--- src/rtl/fifo_irq_pkg.sv ---
// Package: shared constants and helpers for the FIFO trigger-level interrupt
// controller. Assumes a 32-bit register word and four interrupt sources
// spaced four bits apart in the enable and status words.
package fifo_irq_pkg;

    localparam int ADDR_W     = 3;
    localparam int WORD_W     = 32;
    localparam int TRIG_W     = 8;
    localparam int NUM_SRC    = 4;
    localparam int SRC_STRIDE = 4;

    // Source indices inside the compact internal vectors
    localparam int SRC_RX_RDY = 0;
    localparam int SRC_TX_REQ = 1;
    localparam int SRC_RX_OVF = 2;
    localparam int SRC_DONE   = 3;

    // Register addresses
    localparam logic [ADDR_W-1:0] ADDR_IRQ_EN    = 3'd0;
    localparam logic [ADDR_W-1:0] ADDR_IRQ_STAT  = 3'd1;
    localparam logic [ADDR_W-1:0] ADDR_FIFO_CTRL = 3'd2;
    localparam logic [ADDR_W-1:0] ADDR_FIFO_STAT = 3'd3;

    // Field positions in the control and fill-count words
    localparam int RX_TRIG_LSB  = 0;
    localparam int RX_FLUSH_BIT = 15;
    localparam int TX_TRIG_LSB  = 16;
    localparam int TX_FLUSH_BIT = 31;
    localparam int RX_CNT_LSB   = 0;
    localparam int TX_CNT_LSB   = 16;

    // Place the compact source vector at its register bit positions
    function automatic logic [WORD_W-1:0] spread_irq(input logic [NUM_SRC-1:0] v);
        logic [WORD_W-1:0] r;
        r = '0;
        for (int i = 0; i < NUM_SRC; i++) begin
            r[i*SRC_STRIDE] = v[i];
        end
        return r;
    endfunction

    // Collect the source bits from a register word into the compact vector
    function automatic logic [NUM_SRC-1:0] gather_irq(input logic [WORD_W-1:0] w);
        logic [NUM_SRC-1:0] r;
        for (int i = 0; i < NUM_SRC; i++) begin
            r[i] = w[i*SRC_STRIDE];
        end
        return r;
    endfunction

endpackage

--- src/rtl/byte_fifo.sv ---
// Module: byte_fifo
// Synchronous show-ahead FIFO with a fill counter and a flush input.
// Assumes DEPTH is a power of two. A push into a full queue is dropped and
// flagged on overflow in the same cycle. A pop from an empty queue is ignored.
// Flush wins over push and pop on the same cycle.
module byte_fifo #(
    parameter int DEPTH  = 128,
    parameter int DATA_W = 8,
    localparam int AW    = $clog2(DEPTH),
    localparam int CW    = $clog2(DEPTH + 1)
) (
    input  logic              clk,
    input  logic              rst_n,
    input  logic              flush,
    input  logic              push,
    input  logic [DATA_W-1:0] push_data,
    input  logic              pop,
    output logic [DATA_W-1:0] pop_data,
    output logic [CW-1:0]     count,
    output logic              full,
    output logic              empty,
    output logic              overflow
);

    logic [DATA_W-1:0] mem [DEPTH];
    logic [AW-1:0]     wr_ptr;
    logic [AW-1:0]     rd_ptr;
    logic              do_push;
    logic              do_pop;

    assign full     = (count == CW'(DEPTH));
    assign empty    = (count == '0);
    assign do_push  = push && !full && !flush;
    assign do_pop   = pop && !empty && !flush;
    assign overflow = push && full && !flush;
    assign pop_data = mem[rd_ptr];

    // Pointer and fill-count update, with flush emptying the queue
    always_ff @(posedge clk) begin
        if (!rst_n || flush) begin
            wr_ptr <= '0;
            rd_ptr <= '0;
            count  <= '0;
        end else begin
            if (do_push) wr_ptr <= wr_ptr + AW'(1);
            if (do_pop)  rd_ptr <= rd_ptr + AW'(1);
            count <= count + CW'(do_push) - CW'(do_pop);
        end
    end

    // Storage write for accepted pushes
    always_ff @(posedge clk) begin
        if (do_push) mem[wr_ptr] <= push_data;
    end


    cnt_bound_chk: assert property (@(posedge clk) disable iff (!rst_n)
        count <= CW'(DEPTH));


    flush_empty_chk: assert property (@(posedge clk) disable iff (!rst_n)
        rst_n && flush |=> empty);


    full_hold_chk: assert property (@(posedge clk) disable iff (!rst_n)
        rst_n && full && push && !pop && !flush |=> full);


    empty_pop_chk: assert property (@(posedge clk) disable iff (!rst_n)
        rst_n && empty && pop && !push && !flush |=> empty);

endmodule

--- src/rtl/fifo_ctrl_regs.sv ---
// Module: fifo_ctrl_regs
// Holds the two trigger thresholds and turns the flush bits of a control
// write into one-cycle flush strobes. Assumes the caller has already decoded
// the address into ctrl_we. The flush bits are never stored.
module fifo_ctrl_regs
    import fifo_irq_pkg::*;
#(
    parameter int TRIG_RST = 96
) (
    input  logic              clk,
    input  logic              rst_n,
    input  logic              ctrl_we,
    input  logic [TRIG_W-1:0] rx_trig_in,
    input  logic [TRIG_W-1:0] tx_trig_in,
    input  logic              rx_flush_in,
    input  logic              tx_flush_in,
    output logic [TRIG_W-1:0] rx_trig,
    output logic [TRIG_W-1:0] tx_trig,
    output logic              rx_flush,
    output logic              tx_flush
);

    // Flush strobes act on the same edge as the control write
    assign rx_flush = ctrl_we && rx_flush_in;
    assign tx_flush = ctrl_we && tx_flush_in;

    // Threshold registers with a three-quarter-depth reset value
    always_ff @(posedge clk) begin
        if (!rst_n) begin
            rx_trig <= TRIG_W'(TRIG_RST);
            tx_trig <= TRIG_W'(TRIG_RST);
        end else if (ctrl_we) begin
            rx_trig <= rx_trig_in;
            tx_trig <= tx_trig_in;
        end
    end


    trig_load_chk: assert property (@(posedge clk) disable iff (!rst_n)
        rst_n && ctrl_we |=> (rx_trig == $past(rx_trig_in)) && (tx_trig == $past(tx_trig_in)));

endmodule

--- src/rtl/irq_status_unit.sv ---
// Module: irq_status_unit
// Enable and write-1-to-clear status registers for the four interrupt
// sources, plus the combined request. Level sources are compared against
// the registered fill counts. Any set condition wins over a clear on the
// same cycle.
module irq_status_unit
    import fifo_irq_pkg::*;
#(
    parameter int CW = 8,
    localparam int CMP_W = (CW > TRIG_W) ? CW : TRIG_W
) (
    input  logic               clk,
    input  logic               rst_n,
    input  logic               en_we,
    input  logic               st_we,
    input  logic [NUM_SRC-1:0] wr_bits,
    input  logic [CW-1:0]      rx_cnt,
    input  logic [CW-1:0]      tx_cnt,
    input  logic [TRIG_W-1:0]  rx_trig,
    input  logic [TRIG_W-1:0]  tx_trig,
    input  logic               rx_ovf,
    input  logic               xfer_done,
    output logic [NUM_SRC-1:0] en_q,
    output logic [NUM_SRC-1:0] st_q,
    output logic               irq
);

    logic [CMP_W-1:0]   rx_cnt_x;
    logic [CMP_W-1:0]   tx_cnt_x;
    logic [CMP_W-1:0]   rx_trig_x;
    logic [CMP_W-1:0]   tx_trig_x;
    logic [NUM_SRC-1:0] set_v;
    logic [NUM_SRC-1:0] clr_v;

    assign rx_cnt_x  = CMP_W'(rx_cnt);
    assign tx_cnt_x  = CMP_W'(tx_cnt);
    assign rx_trig_x = CMP_W'(rx_trig);
    assign tx_trig_x = CMP_W'(tx_trig);

    // Collect this cycle's set conditions from levels and event pulses
    always_comb begin
        set_v             = '0;
        set_v[SRC_RX_RDY] = (rx_cnt_x >= rx_trig_x);
        set_v[SRC_TX_REQ] = (tx_cnt_x <= tx_trig_x);
        set_v[SRC_RX_OVF] = rx_ovf;
        set_v[SRC_DONE]   = xfer_done;
    end

    assign clr_v = st_we ? wr_bits : '0;

    // Status update: clear written ones, then apply set conditions
    always_ff @(posedge clk) begin
        if (!rst_n) st_q <= '0;
        else        st_q <= (st_q & ~clr_v) | set_v;
    end

    // Enable register load
    always_ff @(posedge clk) begin
        if (!rst_n)     en_q <= '0;
        else if (en_we) en_q <= wr_bits;
    end

    assign irq = |(st_q & en_q);


    rx_rdy_level_chk: assert property (@(posedge clk) disable iff (!rst_n)
        rst_n && (rx_cnt_x >= rx_trig_x) |=> st_q[SRC_RX_RDY]);


    tx_req_level_chk: assert property (@(posedge clk) disable iff (!rst_n)
        rst_n && (tx_cnt_x <= tx_trig_x) |=> st_q[SRC_TX_REQ]);


    ovf_set_chk: assert property (@(posedge clk) disable iff (!rst_n)
        rst_n && rx_ovf |=> st_q[SRC_RX_OVF]);


    done_hold_chk: assert property (@(posedge clk) disable iff (!rst_n)
        rst_n && st_q[SRC_DONE] && !(st_we && wr_bits[SRC_DONE]) |=> st_q[SRC_DONE]);


    done_clear_chk: assert property (@(posedge clk) disable iff (!rst_n)
        rst_n && st_we && wr_bits[SRC_DONE] && !xfer_done |=> !st_q[SRC_DONE]);


    irq_needs_enable_chk: assert property (@(posedge clk) disable iff (!rst_n)
        (en_q == '0) |-> !irq);

endmodule

--- src/rtl/fifo_irq_ctrl.sv ---
// Module: fifo_irq_ctrl (top)
// Transmit and receive byte queues with programmable trigger levels,
// per-queue flush, fill-count readout, interrupt enable and write-1-to-clear
// status, and one combined interrupt line. Assumes DEPTH is a power of two
// no larger than 128, so each fill count fits its 8-bit readout field.
module fifo_irq_ctrl
    import fifo_irq_pkg::*;
#(
    parameter int DEPTH  = 128,
    parameter int DATA_W = 8,
    localparam int CW       = $clog2(DEPTH + 1),
    localparam int TRIG_RST = DEPTH / 4 * 3
) (
    input  logic              clk,
    input  logic              rst_n,
    input  logic              reg_wen,
    input  logic [ADDR_W-1:0] reg_addr,
    input  logic [WORD_W-1:0] reg_wdata,
    output logic [WORD_W-1:0] reg_rdata,
    input  logic              host_tx_push,
    input  logic [DATA_W-1:0] host_tx_byte,
    input  logic              host_rx_pop,
    output logic [DATA_W-1:0] host_rx_byte,
    input  logic              eng_tx_pop,
    output logic [DATA_W-1:0] eng_tx_byte,
    output logic              eng_tx_empty,
    input  logic              eng_rx_push,
    input  logic [DATA_W-1:0] eng_rx_byte,
    input  logic              eng_xfer_done,
    output logic              irq
);

    logic               en_we;
    logic               st_we;
    logic               ctrl_we;
    logic [NUM_SRC-1:0] wr_bits;
    logic [TRIG_W-1:0]  rx_trig;
    logic [TRIG_W-1:0]  tx_trig;
    logic               rx_flush;
    logic               tx_flush;
    logic [CW-1:0]      rx_cnt;
    logic [CW-1:0]      tx_cnt;
    logic               rx_ovf;
    logic               tx_ovf;
    logic               rx_full;
    logic               rx_empty;
    logic               tx_full;
    logic [NUM_SRC-1:0] en_q;
    logic [NUM_SRC-1:0] st_q;
    logic               unused_sink;

    // Register write decode
    assign en_we   = reg_wen && (reg_addr == ADDR_IRQ_EN);
    assign st_we   = reg_wen && (reg_addr == ADDR_IRQ_STAT);
    assign ctrl_we = reg_wen && (reg_addr == ADDR_FIFO_CTRL);
    assign wr_bits = gather_irq(reg_wdata);

    // Sink for write bits and queue flags that no register uses
    assign unused_sink = ^{reg_wdata, tx_ovf, rx_full, rx_empty, tx_full};

    fifo_ctrl_regs #(
        .TRIG_RST (TRIG_RST)
    ) u_ctrl (
        .clk         (clk),
        .rst_n       (rst_n),
        .ctrl_we     (ctrl_we),
        .rx_trig_in  (reg_wdata[RX_TRIG_LSB +: TRIG_W]),
        .tx_trig_in  (reg_wdata[TX_TRIG_LSB +: TRIG_W]),
        .rx_flush_in (reg_wdata[RX_FLUSH_BIT]),
        .tx_flush_in (reg_wdata[TX_FLUSH_BIT]),
        .rx_trig     (rx_trig),
        .tx_trig     (tx_trig),
        .rx_flush    (rx_flush),
        .tx_flush    (tx_flush)
    );

    byte_fifo #(
        .DEPTH  (DEPTH),
        .DATA_W (DATA_W)
    ) u_tx_fifo (
        .clk       (clk),
        .rst_n     (rst_n),
        .flush     (tx_flush),
        .push      (host_tx_push),
        .push_data (host_tx_byte),
        .pop       (eng_tx_pop),
        .pop_data  (eng_tx_byte),
        .count     (tx_cnt),
        .full      (tx_full),
        .empty     (eng_tx_empty),
        .overflow  (tx_ovf)
    );

    byte_fifo #(
        .DEPTH  (DEPTH),
        .DATA_W (DATA_W)
    ) u_rx_fifo (
        .clk       (clk),
        .rst_n     (rst_n),
        .flush     (rx_flush),
        .push      (eng_rx_push),
        .push_data (eng_rx_byte),
        .pop       (host_rx_pop),
        .pop_data  (host_rx_byte),
        .count     (rx_cnt),
        .full      (rx_full),
        .empty     (rx_empty),
        .overflow  (rx_ovf)
    );

    irq_status_unit #(
        .CW (CW)
    ) u_irq (
        .clk       (clk),
        .rst_n     (rst_n),
        .en_we     (en_we),
        .st_we     (st_we),
        .wr_bits   (wr_bits),
        .rx_cnt    (rx_cnt),
        .tx_cnt    (tx_cnt),
        .rx_trig   (rx_trig),
        .tx_trig   (tx_trig),
        .rx_ovf    (rx_ovf),
        .xfer_done (eng_xfer_done),
        .en_q      (en_q),
        .st_q      (st_q),
        .irq       (irq)
    );

    // Combinational register read mux
    always_comb begin
        reg_rdata = '0;
        case (reg_addr)
            ADDR_IRQ_EN:   reg_rdata = spread_irq(en_q);
            ADDR_IRQ_STAT: reg_rdata = spread_irq(st_q);
            ADDR_FIFO_CTRL: begin
                reg_rdata[RX_TRIG_LSB +: TRIG_W] = rx_trig;
                reg_rdata[TX_TRIG_LSB +: TRIG_W] = tx_trig;
            end
            ADDR_FIFO_STAT: begin
                reg_rdata[RX_CNT_LSB +: CW] = rx_cnt;
                reg_rdata[TX_CNT_LSB +: CW] = tx_cnt;
            end
            default: reg_rdata = '0;
        endcase
    end


    stat_bits_only_chk: assert property (@(posedge clk) disable iff (!rst_n)
        (reg_addr == ADDR_IRQ_STAT) |-> ((reg_rdata & ~32'h0000_1111) == '0));

endmodule

--- config.mk ---
export PLATFORM = sky130hd
export DESIGN_NAME = fifo_irq_ctrl
export DESIGN_NICKNAME = d
export VERILOG_FILES = /design/src/rtl/fifo_irq_pkg.sv /design/src/rtl/byte_fifo.sv /design/src/rtl/fifo_ctrl_regs.sv /design/src/rtl/irq_status_unit.sv /design/src/rtl/fifo_irq_ctrl.sv
export SDC_FILE = /design/constraint.sdc
export NUM_CORES = 2
export LEC_CHECK = 0
export BUFFER_PORTS_ARGS = -buffer_cell sky130_fd_sc_hd__buf_2
export CORE_MARGIN = 10
export CORE_UTILIZATION = 38
export DETAILED_ROUTE_END_ITERATION = 12
export GPL_ROUTABILITY_DRIVEN = 1
export SLEW_MARGIN = 10
export SYNTH_ARGS = -nofsm -noshare
export SYNTH_HDL_FRONTEND = slang
export SYNTH_SLANG_ARGS = --single-unit
--- constraint.sdc ---
create_clock -name clk -period 5.16 [get_ports clk]
set_clock_uncertainty 0.1 [all_clocks]
set_input_delay 1.29 -clock clk [delete_from_list [all_inputs] [get_ports clk]]
set_output_delay 1.29 -clock clk [all_outputs]
set_load 0.1 [all_outputs]
Word-level counts from Yosys, hierarchy flattened
Memories as Yosys holds them, arrays and structs flattened. A register that Yosys moved wholly into a read port is not among the register bits.
Cells that the tools add are included.

word-level totals
  flip-flop bits (word level) = 68
  memory bits (writable) = 2048
  bits of input ports = 59
  output and inout port bits = 50
  word-level logic and storage cells = 71
  memories kept = 2

operators by class
  add/sub/neg operators = 8
  order comparisons = 2
  equality and inequality tests = 5
  mux-type cells = 12
  bitwise gates (word level) = 4
  reductions and logical operators = 28

memory list
  name           depth  bits a word  read ports  clocked after memory_dff  wr ports  line             source
  u_rx_fifo.mem  128    8            1           1                         1         byte_fifo.sv:25  logic [DATA_W-1:0] mem [DEPTH];
  u_tx_fifo.mem  128    8            1           1                         1         byte_fifo.sv:25

operators with widths
  kind                 number
  $pmux 8 s4           1
  $add 7x1->7 const B  4
  $mux 7               4
  $add 8x1->8          2
  $eq 8x8->1 const B   2
  $logic_not 8->1      2
  $pmux 8 s2           1
  $sub 8x1->8          2
  $logic_and 1x1->1    15
  $pmux 5 s2           1
  $and 4x4->4          2
  $ge 8x8->1           1
  $le 8x8->1           1
  $logic_not 1->1      7
  $eq 3x2->1 const B   2
  $mux 1               4
  $mux 4               1
  $not 4->4            1
  $or 4x4->4           1
  $reduce_or 4->1      1
  $eq 3x1->1 const B   1
  $logic_not 3->1      1
  $logic_or 1x1->1     2

Longest topological paths before layout
  word-level depth = 7
  gate-level depth with buffers = 16
  depth with buffers taken out = 16

Modules after synthesis
A second synthesis with hierarchy kept.

unflattened totals
  cell total of the unflattened synthesis = 4247
  area, all modules = 83860.4 um^2

by module, submodules not included
  module                 times used  cells each  area an instance (um^2)  seq. area each (um^2)
  byte_fifo (u_rx_fifo)  1           2027        41031.9                  31330.0
  byte_fifo (u_tx_fifo)  1           2024        41010.6                  31330.0
  irq_status_unit        1           84          690.7                    160.2
  fifo_ctrl_regs         1           53          621.8                    320.3
  fifo_irq_ctrl          1           59          505.5                    0.0

Worst setup path after synthesis
OpenSTA, ideal clock, no wires.

  path kind = input to output
  from = input port reg_addr[0]
  to = output port reg_rdata[12]
  data arrival time = 3855 ps
  data required time = 3770 ps
  path slack = -85 ps
  cell stages on the path = 3
  buffers on the path = 1
  cell sequence = buf_1 > mux2i_1 > nor3_1

between the ends
  cells in the longest elaborated chain, start to end = 2
  elaborated cells on any way between the ends = 3
  those cells by class = eq/ne: 1; mux: 1; reduce/logical: 1

RTL lines
  element                                               line                  source
  start: declaration                                    fifo_irq_ctrl.sv:17   input logic [ADDR_W-1:0] reg_addr,
  $eq 3x1->1 / $logic_not 3->1 (equally long branches)  fifo_irq_ctrl.sv:133  case (reg_addr)
  $pmux 5 s2 *                                          fifo_irq_ctrl.sv:133
  end: declaration                                      fifo_irq_ctrl.sv:19   output logic [WORD_W-1:0] reg_rdata,

Mark *: on every way between the ends. The rest lies on a longest branch, timed or not.

==> metrics.csv <==
metric,value,unit
hold violation count in the final report,0,
initial antenna violation count,3,
Netlist cell types,61,
HPWL Detailed,115.8,mm
Pwr Density,416.3,nW/um^2
Area after DPL,88750,sq um
Setup TNS Final,0,ns
P_sw,10.06,mW
NumNets Final,4734,
met1 wire length,84.71,mm
Avg Vias per Cell,5.427,
switching part of the total power,24.94,%
crit path max fanout,8,
"Clk Latency, worst-skew pair",0.85,ns
critical path required time,3.77,ns
post-synth top area cell,edfxtp_1,
kind of critical path,reg -> out,
wire length on met3,10.65,mm
Post-synth top cells,"edfxtp_1, mux4_2, nor2_1, a22oi_1, mux2i_1",
Yosys Warn Count,0,
top layer in use,met4,
Tcrit/Tclk final,98.98,%
RSZ-0062 raised after global routing,true,
cts hold-fix bufs,0,
Worst R2R Path Depth,16,
Die W,488.2,microns
Design Power,40.32,mW
Post-synth EDFFs,2048,
All-Layer GR Usage,15.64,%
worst min-delay path category,reg -> reg,
post-synthesis async set-or-reset flop share,0,%
First DRT Iteration DRCs,3812,
gr ovfl total,0,
largest family of logic cells by synthesized area,multiplexers,
top area cells in the synthesized netlist,"edfxtp_1, mux4_2, dfxtp_1",
Initial Util,38.28,%
Mapped Area,83290,sq um
area grow syn2layout,16.28,%
register area,63160,sq um
IO Count,109,
port bufs,82,
multiplexer share of the synthesized area,14.00,%
Syn Inst Count,4254,
area of the multi-input gates,19340,sq um
"Setup violations, final",0,
post-synthesis compound-gate area fraction,4.514,%
Internal Power,30.26,mW
share of the synthesized area in the top cell type,73.84,%
Final WS setup,0.05280,ns
Worst Path Arrival,3.72,ns
largest net degree at the start of global routing,105,
total wire length,191.4,mm
Fillers,18300,
layout cells sized above 1,27.40,%
xor/xnor share of the synthesized area,0.3050,%
post-synthesis sequential area ratio,75.81,%
DR vias,41640,
DRC,0,
slew margin rel.,20.64,%
Max Transition Viols Final,0,
H-tree lvl count,4,
status,"finished, final reports clean",
clock slew at reported path FFs,0.06,ns
hold path depth,2,
CP Capture Type,output pin,
average size of a mapped cell,19.58,sq um
post-synthesis adder-cell area fraction,0.7091,%
first-pass GRT wire length,282.2,mm
Clk network pwr share,37.8,%
Max VDD drop,0.4178,mV
register share of total power,47.6,%
Routability Congestion,0.8154,
clock tree from TritonCTS,yes,
Pre-Repair DR Iteration Count,5,
CP Launch Type,flop,
simple-gate share of the synthesized area,2.971,%
Final Instance Area,96850,sq um
die area,238300,sq um
CTS buffer count,213,
Achievable Freq,195.8,MHz
Worst Tran Pin Value,1.190,ns
core area,217600,sq um
Synth Register Bits,2130,
Hold Slack,0.3658,ns
Max Cap Viol,0,
FP Rows,171,
Antenna Nets Post-Route,0,
Combinational Power Share,14.6,%
pre-CTS worst setup slack,0.3479,ns
most numerous cell in the Yosys netlist,edfxtp_1,
vias in the first global route,42410,
minimum clock period after layout,5.107,ns
P_leak,30.07,nW
Chip Height,488.2,microns
Avg WL per Cell,24.95,microns
routed length on met2,91.96,mm
# clock sinks,2130,
clock tree buffer depth,3,
Synth Flop Type,edfxtp_1,
CTS Root Cell,clkbuf_16,
[per-stage QoR]
stage                     instances  util, %
after floorplan                4267        -
after global placement         7223    40.79
after detailed placement       7223    40.79
after CTS                      7658    44.36
after global routing           7672    44.51
final                          7673    44.51
[cell type report]
type                       instances  share of cell area, %
antenna                            2               0.005168
clock buffer                     259                  5.726
clock inverter                   144                  1.426
inverter                          44                 0.1705
multi-input combinational       1842                  19.97
sequential                      2130                  65.21
tap                             2854                  3.687
timing repair buffer             398                  3.810
[power by group through the flow]
stage          combinational, mW  clock [mW]  sequential, mW
2_1_floorplan               3.65           0            19.5
3_3_place_gp                5.37           0            19.6
3_5_place_dp                5.40           0            19.6
4_1_cts                     5.81        15.5            19.2
5_1_grt                     6.26        16.2            19.2
6_report                    5.87        15.2            19.2
[cell families after synthesis]
family,Yosys count
mux,666
xor+xnor,29
other cells,1
flops,2130
fa+ha+maj,46
buf+inv,295
compound gates,516
simple gates,571
[layout by cell type, fill, tap and decap left out, types with 10 or more instances in the layout]
cell       Yosys  routed
edfxtp_1    2048    2048
mux4_2       385     385
nor2_1       356     347
buf_4         24     285
clkbuf_16      0     218
a22oi_1      162     153
mux2i_1      152     152
mux2_2       128     128
nand2_1       89      88
dfxtp_1       82      78
a21oi_1       62      62
o21ai_0       66      61
clkinv_1       0      56
buf_2         86      50
inv_1         44      44
o22ai_1       49      44
ha_1          44      44
clkbuf_1     103      44
clkinv_2       0      43
buf_12         1      35
a221o_1       32      32
a22o_1        32      31
o221ai_1      48      30
nor2b_1       26      20
bufinv_16      0      19
a221oi_2       0      18
nand3_1       18      18
o221ai_2       0      16
xor2_1        16      16
conb_1         1      14
nor3_2         0      13
xnor2_1       13      13
o21ai_1        7      12
a221oi_1      33      11
nand2b_1      10      10
nor3_1        23      10
[final timing paths]
kind	start	end	slack (ns)
max	flop	eng_tx_byte[3]	0.05
max reg2reg	u_tx_fifo.count[3]	u_tx_fifo.count[6]	1.28
min reg2reg	u_ctrl.tx_trig[2]	u_ctrl.tx_trig[2]	0.37
min	u_ctrl.tx_trig[2]	u_ctrl.tx_trig[2]	0.37
[state kept, by name (all words and copies together), names as in the netlist, named ones only]
name,count
u_ctrl.tx_trig,8
u_rx_fifo.rd_ptr,7
u_tx_fifo.rd_ptr,7
u_tx_fifo.wr_ptr,7
u_rx_fifo.wr_ptr,7
u_rx_fifo.mem,1024
u_rx_fifo.count,8
u_tx_fifo.count,8
u_tx_fifo.mem,1024
u_irq.st_q,4
u_ctrl.rx_trig,8
u_irq.en_q,4
[per-layer routing]
layer,vias up,GRT usage [%]
met2,1214,25.24
met1,21960,22.25
li1,18190,-
met3,277,2.528
met5,-,0
met4,0,3.859
[timing repair]
action	4_1_cts	5_1_grt
gates cloned	5	3
setup endpoints to repair	16	16
pin swaps	6	9
resized for setup	83	33
setup buffers	27	10
[critical path, cell delays in order (launching register included)]
cell      delay (ns)
dfxtp_4         0.46
buf_6           0.16
buf_16          0.13
buf_4           0.16
mux4_2          0.50
a22oi_1         0.37
a21oi_1         0.25
nor3_1          0.24
buf_4           0.17
o221ai_2        0.18
buf_12          0.24
Note: power is estimated with default switching activity, not from simulation.
